File: config.mk
export PLATFORM = sky130hd
export DESIGN_NAME = msi_rx_ctrl
export DESIGN_NICKNAME = d
export VERILOG_FILES = /design/src/rtl/msi_rx_pkg.sv /design/src/rtl/msi_addr_decode.sv /design/src/rtl/msi_vec_fifo.sv /design/src/rtl/msi_deliver.sv /design/src/rtl/msi_rx_ctrl.sv
export SDC_FILE = /design/constraint.sdc
export NUM_CORES = 1
export LEC_CHECK = 0
export BUFFER_PORTS_ARGS = -buffer_cell sky130_fd_sc_hd__buf_2
export CORE_MARGIN = 4
export CORE_UTILIZATION = 42
export DETAILED_ROUTE_END_ITERATION = 12
export PLACE_DENSITY_LB_ADDON = 0.15
export SYNTH_ARGS = -nofsm -noshare
export SYNTH_HDL_FRONTEND = slang
export SYNTH_SLANG_ARGS = --single-unit
File: constraint.sdc
create_clock -name clk -period 3.3 [get_ports clk]
set_input_delay 0 -clock clk [delete_from_list [all_inputs] [get_ports clk]]
set_output_delay 0 -clock clk [all_outputs]
set_load 0.02 [all_outputs]
File: src/rtl/msi_rx_pkg.sv
package msi_rx_pkg;
  localparam int unsigned MSI_ADDR_W   = 32;
  localparam int unsigned MSI_DATA_W   = 32;
  localparam int unsigned MSI_VEC_W    = 8;
  localparam int unsigned MSI_DEPTH    = 8;
  localparam int unsigned MSI_WIN_LSB  = 20;
  localparam logic [11:0] MSI_WIN_TAG  = 12'hFEE;
  localparam logic [7:0]  MSI_SPURIOUS = 8'hFF;

  typedef enum logic {
    DELIV_ACK_READ = 1'b0,
    DELIV_DIRECT   = 1'b1
  } deliv_mode_e;
endpackage

File: src/rtl/msi_addr_decode.sv
module msi_addr_decode #(
  parameter int unsigned ADDR_W  = 32,
  parameter int unsigned WIN_LSB = 20,
  parameter logic [ADDR_W-WIN_LSB-1:0] WIN_TAG = '1
) (
  input  logic [ADDR_W-1:0] addr,
  output logic              hit
);
  localparam int unsigned TAG_W = ADDR_W - WIN_LSB;

  logic [TAG_W-1:0] tag;
  assign tag = addr[ADDR_W-1:WIN_LSB];
  assign hit = (tag == WIN_TAG);
endmodule

File: src/rtl/msi_vec_fifo.sv
module msi_vec_fifo #(
  parameter int unsigned VEC_W = 8,
  parameter int unsigned DEPTH = 8
) (
  input  logic             clk,
  input  logic             rst,
  input  logic             push,
  input  logic [VEC_W-1:0] push_vec,
  input  logic             pop,
  output logic [VEC_W-1:0] head,
  output logic             empty,
  output logic             drop
);
  localparam int unsigned PTR_W = (DEPTH > 1) ? $clog2(DEPTH) : 1;
  localparam int unsigned CNT_W = $clog2(DEPTH + 1);
  localparam logic [PTR_W-1:0] LAST = PTR_W'(DEPTH - 1);
  localparam logic [CNT_W-1:0] FULL_CNT = CNT_W'(DEPTH);

  logic [VEC_W-1:0] mem [DEPTH];
  logic [PTR_W-1:0] wr_ptr, rd_ptr;
  logic [CNT_W-1:0] count;
  logic full, pop_ok, accept;

  assign empty  = (count == '0);
  assign full   = (count == FULL_CNT);
  assign pop_ok = pop & ~empty;
  assign accept = push & (~full | pop_ok);
  assign drop   = push & full & ~pop_ok;
  assign head   = mem[rd_ptr];

  always_ff @(posedge clk) begin
    if (accept) mem[wr_ptr] <= push_vec;
  end

  always_ff @(posedge clk) begin
    if (rst) begin
      wr_ptr <= '0;
      rd_ptr <= '0;
      count  <= '0;
    end else begin
      if (accept) wr_ptr <= (wr_ptr == LAST) ? '0 : wr_ptr + 1'b1;
      if (pop_ok) rd_ptr <= (rd_ptr == LAST) ? '0 : rd_ptr + 1'b1;
      case ({accept, pop_ok})
        2'b10:   count <= count + 1'b1;
        2'b01:   count <= count - 1'b1;
        default: count <= count;
      endcase
    end
  end
endmodule

File: src/rtl/msi_deliver.sv
module msi_deliver
  import msi_rx_pkg::*;
#(
  parameter int unsigned VEC_W = 8,
  parameter logic [VEC_W-1:0] SPUR = '1
) (
  input  logic             clk,
  input  logic             rst,
  input  deliv_mode_e      mode,
  input  logic             ack_rd,
  input  logic             irq_accept,
  input  logic             empty,
  input  logic [VEC_W-1:0] head,
  output logic             pop,
  output logic             ack_valid,
  output logic [VEC_W-1:0] ack_data,
  output logic [VEC_W-1:0] irq_vec
);
  logic ack_sel;

  assign ack_sel = (mode == DELIV_ACK_READ) & ack_rd;
  assign pop = ~empty & ((mode == DELIV_DIRECT) ? irq_accept : ack_rd);
  assign irq_vec = ((mode == DELIV_DIRECT) && !empty) ? head : '0;

  always_ff @(posedge clk) begin
    if (rst) begin
      ack_valid <= 1'b0;
      ack_data  <= '0;
    end else begin
      ack_valid <= ack_sel;
      if (ack_sel) ack_data <= empty ? SPUR : head;
    end
  end
endmodule

File: src/rtl/msi_rx_ctrl.sv
module msi_rx_ctrl
  import msi_rx_pkg::*;
#(
  parameter int unsigned ADDR_W  = MSI_ADDR_W,
  parameter int unsigned DATA_W  = MSI_DATA_W,
  parameter int unsigned VEC_W   = MSI_VEC_W,
  parameter int unsigned DEPTH   = MSI_DEPTH,
  parameter int unsigned WIN_LSB = MSI_WIN_LSB,
  parameter logic [ADDR_W-WIN_LSB-1:0] WIN_TAG = MSI_WIN_TAG,
  parameter logic [VEC_W-1:0] SPUR = MSI_SPURIOUS
) (
  input  logic              clk,
  input  logic              rst,
  input  logic              wr_valid,
  output logic              wr_ready,
  input  logic [ADDR_W-1:0] wr_addr,
  input  logic [DATA_W-1:0] wr_data,
  output logic              fwd_valid,
  input  logic              fwd_ready,
  output logic [ADDR_W-1:0] fwd_addr,
  output logic [DATA_W-1:0] fwd_data,
  input  logic              mode_direct,
  input  logic              ack_rd,
  output logic              ack_valid,
  output logic [VEC_W-1:0]  ack_data,
  output logic              irq_req,
  output logic [VEC_W-1:0]  irq_vec,
  input  logic              irq_accept,
  output logic              ovf_flag
);
  logic             win_hit, msg_push, fifo_pop, fifo_empty, fifo_drop;
  logic [VEC_W-1:0] fifo_head;
  deliv_mode_e      mode;

  assign mode = mode_direct ? DELIV_DIRECT : DELIV_ACK_READ;

  msi_addr_decode #(.ADDR_W(ADDR_W), .WIN_LSB(WIN_LSB), .WIN_TAG(WIN_TAG)) u_dec (
    .addr(wr_addr), .hit(win_hit)
  );

  assign fwd_valid = wr_valid & ~win_hit;
  assign fwd_addr  = wr_addr;
  assign fwd_data  = wr_data;
  assign wr_ready  = win_hit | fwd_ready;
  assign msg_push  = wr_valid & win_hit;

  msi_vec_fifo #(.VEC_W(VEC_W), .DEPTH(DEPTH)) u_fifo (
    .clk(clk), .rst(rst), .push(msg_push), .push_vec(wr_data[VEC_W-1:0]),
    .pop(fifo_pop), .head(fifo_head), .empty(fifo_empty), .drop(fifo_drop)
  );

  msi_deliver #(.VEC_W(VEC_W), .SPUR(SPUR)) u_dlv (
    .clk(clk), .rst(rst), .mode(mode), .ack_rd(ack_rd), .irq_accept(irq_accept),
    .empty(fifo_empty), .head(fifo_head), .pop(fifo_pop),
    .ack_valid(ack_valid), .ack_data(ack_data), .irq_vec(irq_vec)
  );

  assign irq_req = ~fifo_empty;

  always_ff @(posedge clk) begin
    if (rst) ovf_flag <= 1'b0;
    else if (fifo_drop) ovf_flag <= 1'b1;
  end
endmodule

# ---- After elaboration in Yosys (flattened, before gate mapping)
# Memory sizes are Yosys's and may differ from the RTL's. A register that Yosys moved wholly into a read port is not among the register bits.
# Cells that the tools add are included.
dict set report classes {
  add_sub_neg 4
  n_bitwise 15
  n_eq_ne 6
  mux 11
  reduce_logical 4
}
# op count
set op_table {}
lappend op_table {{8-bit 2-to-1 mux} 2}
lappend op_table {{12-bit == test (second input constant)} 1}
lappend op_table {{3-bit 2-to-1 mux} 4}
lappend op_table {{1-bit bitwise AND} 8}
lappend op_table {{4-bit one-hot mux with 2 select lines} 1}
lappend op_table {{3-bit by 1-bit adder with 3-bit output (second input constant)} 2}
lappend op_table {{3-bit == test (second input constant)} 2}
lappend op_table {{1-bit inverter} 5}
lappend op_table {{4-bit by 1-bit adder with 4-bit output (second input constant)} 1}
lappend op_table {{4-bit == test (second input constant)} 1}
lappend op_table {{4-bit zero test} 1}
lappend op_table {{1-bit 2-to-1 mux} 4}
lappend op_table {{4-bit by 1-bit subtractor with 4-bit output (second input constant)} 1}
lappend op_table {{2-bit by 1-bit == test with 1-bit output (second input constant)} 1}
lappend op_table {{2-bit == test (second input constant)} 1}
lappend op_table {{1-bit OR} 2}
lappend op_table {{2-bit nonzero test} 1}
lappend op_table {{1-bit logical AND} 1}
lappend op_table {{1-bit zero test} 1}
dict set report word_totals {
  ram_bits 64
  reg_bits 20
  wordCells 47
  inputBits 71
  output_inout_bits 85
  mem_count 1
}
# name words word_bits rd rd_ports_with_merged_regs wr line
set memory_table {}
lappend memory_table {u_fifo.mem 8 8 1 1 1 msi_vec_fifo.sv:19} ;# logic [VEC_W-1:0] mem [DEPTH];

# ---- Logic depth before layout (Yosys ltp)
dict set report depth {
  ltp_word 8
  ltp_mapped 13
  ltp_nobuf 11
}

# ---- Hierarchy
# From an unflattened synthesis, not the netlist that was laid out.
dict set report unflattened {
  cells_unflattened 307
  hier_area_um2 4324.1
}
# module seq_area_each_um2 area_per_inst_um2 cells_each n_inst
set modules_own_cells {}
lappend modules_own_cells {msi_vec_fifo 2182.1 3209.3 183 1}
lappend modules_own_cells {msi_deliver 180.2 544.3 50 1}
lappend modules_own_cells {msi_rx_ctrl 20.0 536.8 70 1}
lappend modules_own_cells {msi_addr_decode 0.0 33.8 4 1}

# ---- Worst setup path after synthesis
# Ideal clock, no wire load.
dict set report synth_timing {
  path_kind {reg-to-reg}
  startpoint {register u_fifo.count[1]}
  endpoint {register u_fifo.count[3]}
  path_buffers 3
  synth_period_minus_slack_ps 2469
  arrival_time_ps 2348
  path_stages_with_launch 11
  setup_time_ps 121
  t_required_ps 3179
  slack_ps 831
  path_cell_list {dfxtp_1 buf_6 or4_4 nor2b_4 buf_6 ha_1 clkbuf_1 nor4b_1 o21ai_0 o31ai_1 mux2_2}
}
dict set report synth_between {
  elab_chain_cells 8
  elab_cells_between_ends 14
  cone_classes {add/sub: 2; eq/ne: 3; mux: 1; bitwise: 6; reduce/logical: 2}
}
# item line
set synth_rtl {}
lappend synth_rtl {{start, declared} msi_vec_fifo.sv:21} ;# logic [CNT_W-1:0] count;
lappend synth_rtl {{start signal, assigned} msi_vec_fifo.sv:44} ;# 2'b10: count <= count + 1'b1;
lappend synth_rtl {{start signal, assigned} msi_vec_fifo.sv:45} ;# 2'b01: count <= count - 1'b1;
lappend synth_rtl {{start signal, assigned} msi_vec_fifo.sv:46} ;# default: count <= count;
lappend synth_rtl {{4-bit zero test *} msi_vec_fifo.sv:24} ;# assign empty = (count == '0);
lappend synth_rtl {{1-bit inverter *} {msi_vec_fifo.sv:26, msi_deliver.sv:22}}
lappend synth_rtl {{1-bit bitwise AND} msi_deliver.sv:22} ;# assign pop = ~empty & ((mode == DELIV_DIRECT) ? irq_accept : ack_rd);
lappend synth_rtl {{1-bit bitwise AND *} msi_vec_fifo.sv:26} ;# assign pop_ok = pop & ~empty;
lappend synth_rtl {{net u_fifo.pop_ok} msi_vec_fifo.sv:22} ;# logic full, pop_ok, accept;
lappend synth_rtl {{1-bit OR} msi_vec_fifo.sv:27} ;# assign accept = push & (~full | pop_ok);
lappend synth_rtl {{1-bit bitwise AND} msi_vec_fifo.sv:27}
lappend synth_rtl {{2-bit by 1-bit == test with 1-bit output / 2-bit == test (equally long branches)} msi_vec_fifo.sv:43} ;# case ({accept, pop_ok})
lappend synth_rtl {{4-bit one-hot mux with 2 select lines / 2-bit nonzero test (equally long branches)} n/a}
# The timed path passes the listed nets; every way through them passes the cells marked *.
# A chain may end at the register's enable or synchronous reset.

# ---- Worst setup path in the final report
dict set report layout_timing {
  startpoint {register u_fifo.count[3]}
  endpoint {register u_fifo.count[3]}
}
dict set report layout_between {
  elab_chain_cells 8
  elab_cells_between_ends 14
  cone_classes {add/sub: 2; eq/ne: 3; mux: 1; bitwise: 6; reduce/logical: 2}
}
# item line
set layout_rtl {}
lappend layout_rtl {{4-bit zero test} msi_vec_fifo.sv:24}
lappend layout_rtl {{1-bit inverter} {msi_vec_fifo.sv:26, msi_deliver.sv:22}}
lappend layout_rtl {{1-bit bitwise AND} msi_deliver.sv:22}
lappend layout_rtl {{1-bit bitwise AND} msi_vec_fifo.sv:26}
lappend layout_rtl {{1-bit OR} msi_vec_fifo.sv:27}
lappend layout_rtl {{1-bit bitwise AND} msi_vec_fifo.sv:27}
lappend layout_rtl {{2-bit by 1-bit == test with 1-bit output / 2-bit == test (equally long branches)} msi_vec_fifo.sv:43}
lappend layout_rtl {{4-bit one-hot mux with 2 select lines / 2-bit nonzero test (equally long branches)} n/a}
# Several ways; a longest one is shown, not always the timed one.

==> key figures <==
Run status
  – Outcome: finished clean

Global route
  – Global Route Usage Sum: 13.44%
  – Overflow after GRT: 0
  – Vias in the first global route: 2118
  – Largest net degree at the start of global routing: 25
  – First-pass GRT wire length: 11.46 mm
  – Initial antenna violation count: 0

Power
  – Pwr/cell area: 466.3 nW/um^2
  – Peak supply drop: 0.0003480 V
  – Cell leakage power: 0.001585 uW

Clock tree
  – CTS H-tree lvls: 3
  – Clock tree buffer depth: 2
  – Clock-pin slew on the worst setup and hold paths: 90 ps
  – Worst skew pair latency: 350 ps
  – Inserted Clock Buffers: 9
  – Clk sinks: 87
  – Root buf cell: clkbuf_8
  – CTS tree: built

Synth
  – Share of the synthesized area in the top cell type: 47.02%
  – Post-Syn Area: 4088 um^2
  – Top post-synthesis cells by count: buf_4 (65), edfxtp_1 (64), nor2_1 (24)
  – Library cells used by synthesis: 40
  – Count leader, synth: buf_4
  – EDFF count, synth: 64
  – Mapped Avg Cell Area: 14.29 um^2
  – Synth area leaders: edfxtp_1 (47%), buf_4 (12%), dfxtp_1 (11%)
  – Synth Net Count: 364
  – Yosys reg bits: 87
  – Sequential share of the synthesized area: 58.28%
  – Post-synth ARST share: 0%
  – Main synth FF type: edfxtp_1
  – Post-Syn Instances: 286
  – Ys Warns: 0
  – Post-synth top area cell: edfxtp_1

Cells and area
  – Non-filler cells, final: 440
  – Nets: 384
  – Ratio of cells with drive above 1 in the final layout: 38.91%
  – Diode count: 0
  – Final Util: 47.12%
  – Area Growth Syn to Fin: 8.019%

Setup path
  – Largest stage delay, worst path: 620 ps
  – Cell depth of the worst setup path: 7
  – Startpoint Class: register
  – Worst EP required: 3550 ps
  – R2r setup slk: 770 ps
  – Reg-to-Reg End: u_fifo.count[3]$_SDFFE_PP0P_
  – Crit path capture: u_fifo.count[3]$_SDFFE_PP0P_
  – Worst path bufs/invs: 0
  – Worst setup EP type: register
  – Critical setup path kind: reg -> reg
  – Critical path fanouts, max: 11
  – Worst r2r src: u_fifo.count[3]$_SDFFE_PP0P_
  – CP top delay family: simple AND/OR/NAND/NOR gates
  – CP cell instances: or4_4 > nor2b_4 > ha_1 > nor4b_1 > o21ai_0 > o31ai_1 > mux2_2
  – CP Launch Point: u_fifo.count[3]$_SDFFE_PP0P_
  – R2r worst-path depth: 7
  – CP max stage cell: or4_4
  – Critical Path AT: 2780 ps

Timing
  – Max Transition Viols Final: 0
  – TNS Setup: 0 ps
  – Clk_skew: 15.99 ps
  – Crit share post-route: 76.60%
  – Final min period: 2528 ps
  – Slew HR: 34.62%
  – RSZ-0062 raised after global routing: no
  – Fmax: 395.6 MHz
  – Worst-margin pin slew: 978.7 ps
  – Final setup viols: 0
  – Final Hold Vio Count: 0

Worst hold path
  – Worst hold path class: in -> out

Run
  – Max Cap Viol: 0

Route
  – Drt drc: 0
  – DRT Pass-1 Iters: 4
  – Final WL: 7.375 mm
  – Initial DRC Count: 40
  – Wire per inst: 16.76 um
  – Via density: 4.852
  – Antenna-violating nets left: 0
  – Routed vias: 2135

Placed design
  – Placed insts: 415
  – Dpl hpwl: 5.140 mm
  – RePlAce Congestion: 0.7162
  – Port bufs: 67

Floorplanning
  – Die Span X: 106.7 um
  – Starting Density: 43.62%
  – Top-Level Pins: 156
  – Placement row count: 35
  – Die Ht: 106.7 um
  – Die footprint: 11380 um^2
  – Core area: 9371 um^2
## cells by family (layout without fill, tap and decap cells)
kind of cell               count (synthesis)  after routing  share of synthesized area, %
xor gates and xnor gates                   3              3                        0.6429
DFF                                       87             87                         58.28
AOI/OAI and AO/OA                         15             15                         2.663
buffers and inverters                     81            106                         14.54
and+or+nand+nor                           60             60                         8.601
muxes                                     33             33                         13.13
adders and majority gates                  7              7                         2.143
## cells in the final DEF, fill, tap and decap left out, types with 4 or more instances in the layout
cell           count
dlygate4sd3_1      9
a311oi_1           8
edfxtp_1          64
buf_4             11
mux2i_1           14
clkbuf_8           9
buf_2             67
nor2_1            24
dfxtp_1           23
mux4_2            16
nand2b_1           4
nor3_1             4
ha_1               7
nor2b_1            6
nor4b_2            4
## worst min-delay path by stage
stage                                 end  depth (start not counted)  slack, ps         from
4_1_cts                       fwd_addr[0]                          0        0.1   wr_addr[0]
3_5_place_dp                  fwd_addr[0]                          0        0.1   wr_addr[0]
5_1_grt                      fwd_data[14]                          0       0.03  wr_data[14]
6_report                      fwd_data[9]                          0      0.008   wr_data[9]
2_1_floorplan  u_fifo.mem[0][0]$_DFFE_PP_                          0        100   wr_data[0]
3_3_place_gp                  fwd_addr[0]                          0        0.1   wr_addr[0]
## report_power, final
part           leakage, uW  internal [uW]  switching (uW)
clock             0.000108            421             352
combinational     0.000714           40.9            65.0
sequential        0.000762           1180            2.95
total              0.00159           1640             420
## layer usage
layer / routed length, um / global-route usage [%] / vias to the layer above
met5: 0 / 0 / -
met4: 137 / 4.384 / 0
met3: 371 / 4.816 / 25
met2: 3596 / 21.49 / 57
met1: 3269 / 17.07 / 1029
li1: - / - / 1024
## state kept, by name (all words and copies together), names as in the netlist, named ones only
signal           cells
u_dlv.ack_data       8
u_fifo.wr_ptr        3
u_fifo.mem          64
ovf_flag             1
u_dlv.ack_valid      1
u_fifo.count         4
u_fifo.rd_ptr        3
## final cells by class
| class | count | area (um^2) |
|---|---|---|
| Sequential cell | 87 | 2382 |
| Clock inverter | 7 | 86.33 |
| Tap cell | 129 | 161.4 |
| Inverter | 2 | 10.01 |
| Multi-Input combinational cell | 118 | 1124 |
| Timing Repair Buffer | 88 | 528.0 |
| Fill cell | 855 | 4956 |
| Clock buffer | 9 | 123.9 |
## stage by stage
step	worst slack (ps)	total power, uW	area, um^2	hold slack, ps
2_1_floorplan	831.1	1349	4088	98.87
3_3_place_gp	773.1	1303	4115	0.1367
3_5_place_dp	775.4	1305	4115	0.1367
4_1_cts	764.6	2083	4415	0.1367
5_1_grt	646.0	2145	4415	0.02926
6_report	772.1	2059	4415	0.007758
## worst register-to-register path: stages (launching register included)
cell and delay [ps]:
dfxtp_1 350, or4_4 620, nor2b_4 190, ha_1 400, nor4b_1 310, o21ai_0 110, o31ai_1 80, mux2_2 360
## timing repair
action,in CTS,in global routing
gates resized for setup,0,0
setup buffers,0,0
endpoints found under the hold margin,65,0
hold buffers,9,0
Note: power is estimated with default switching activity, not from simulation.
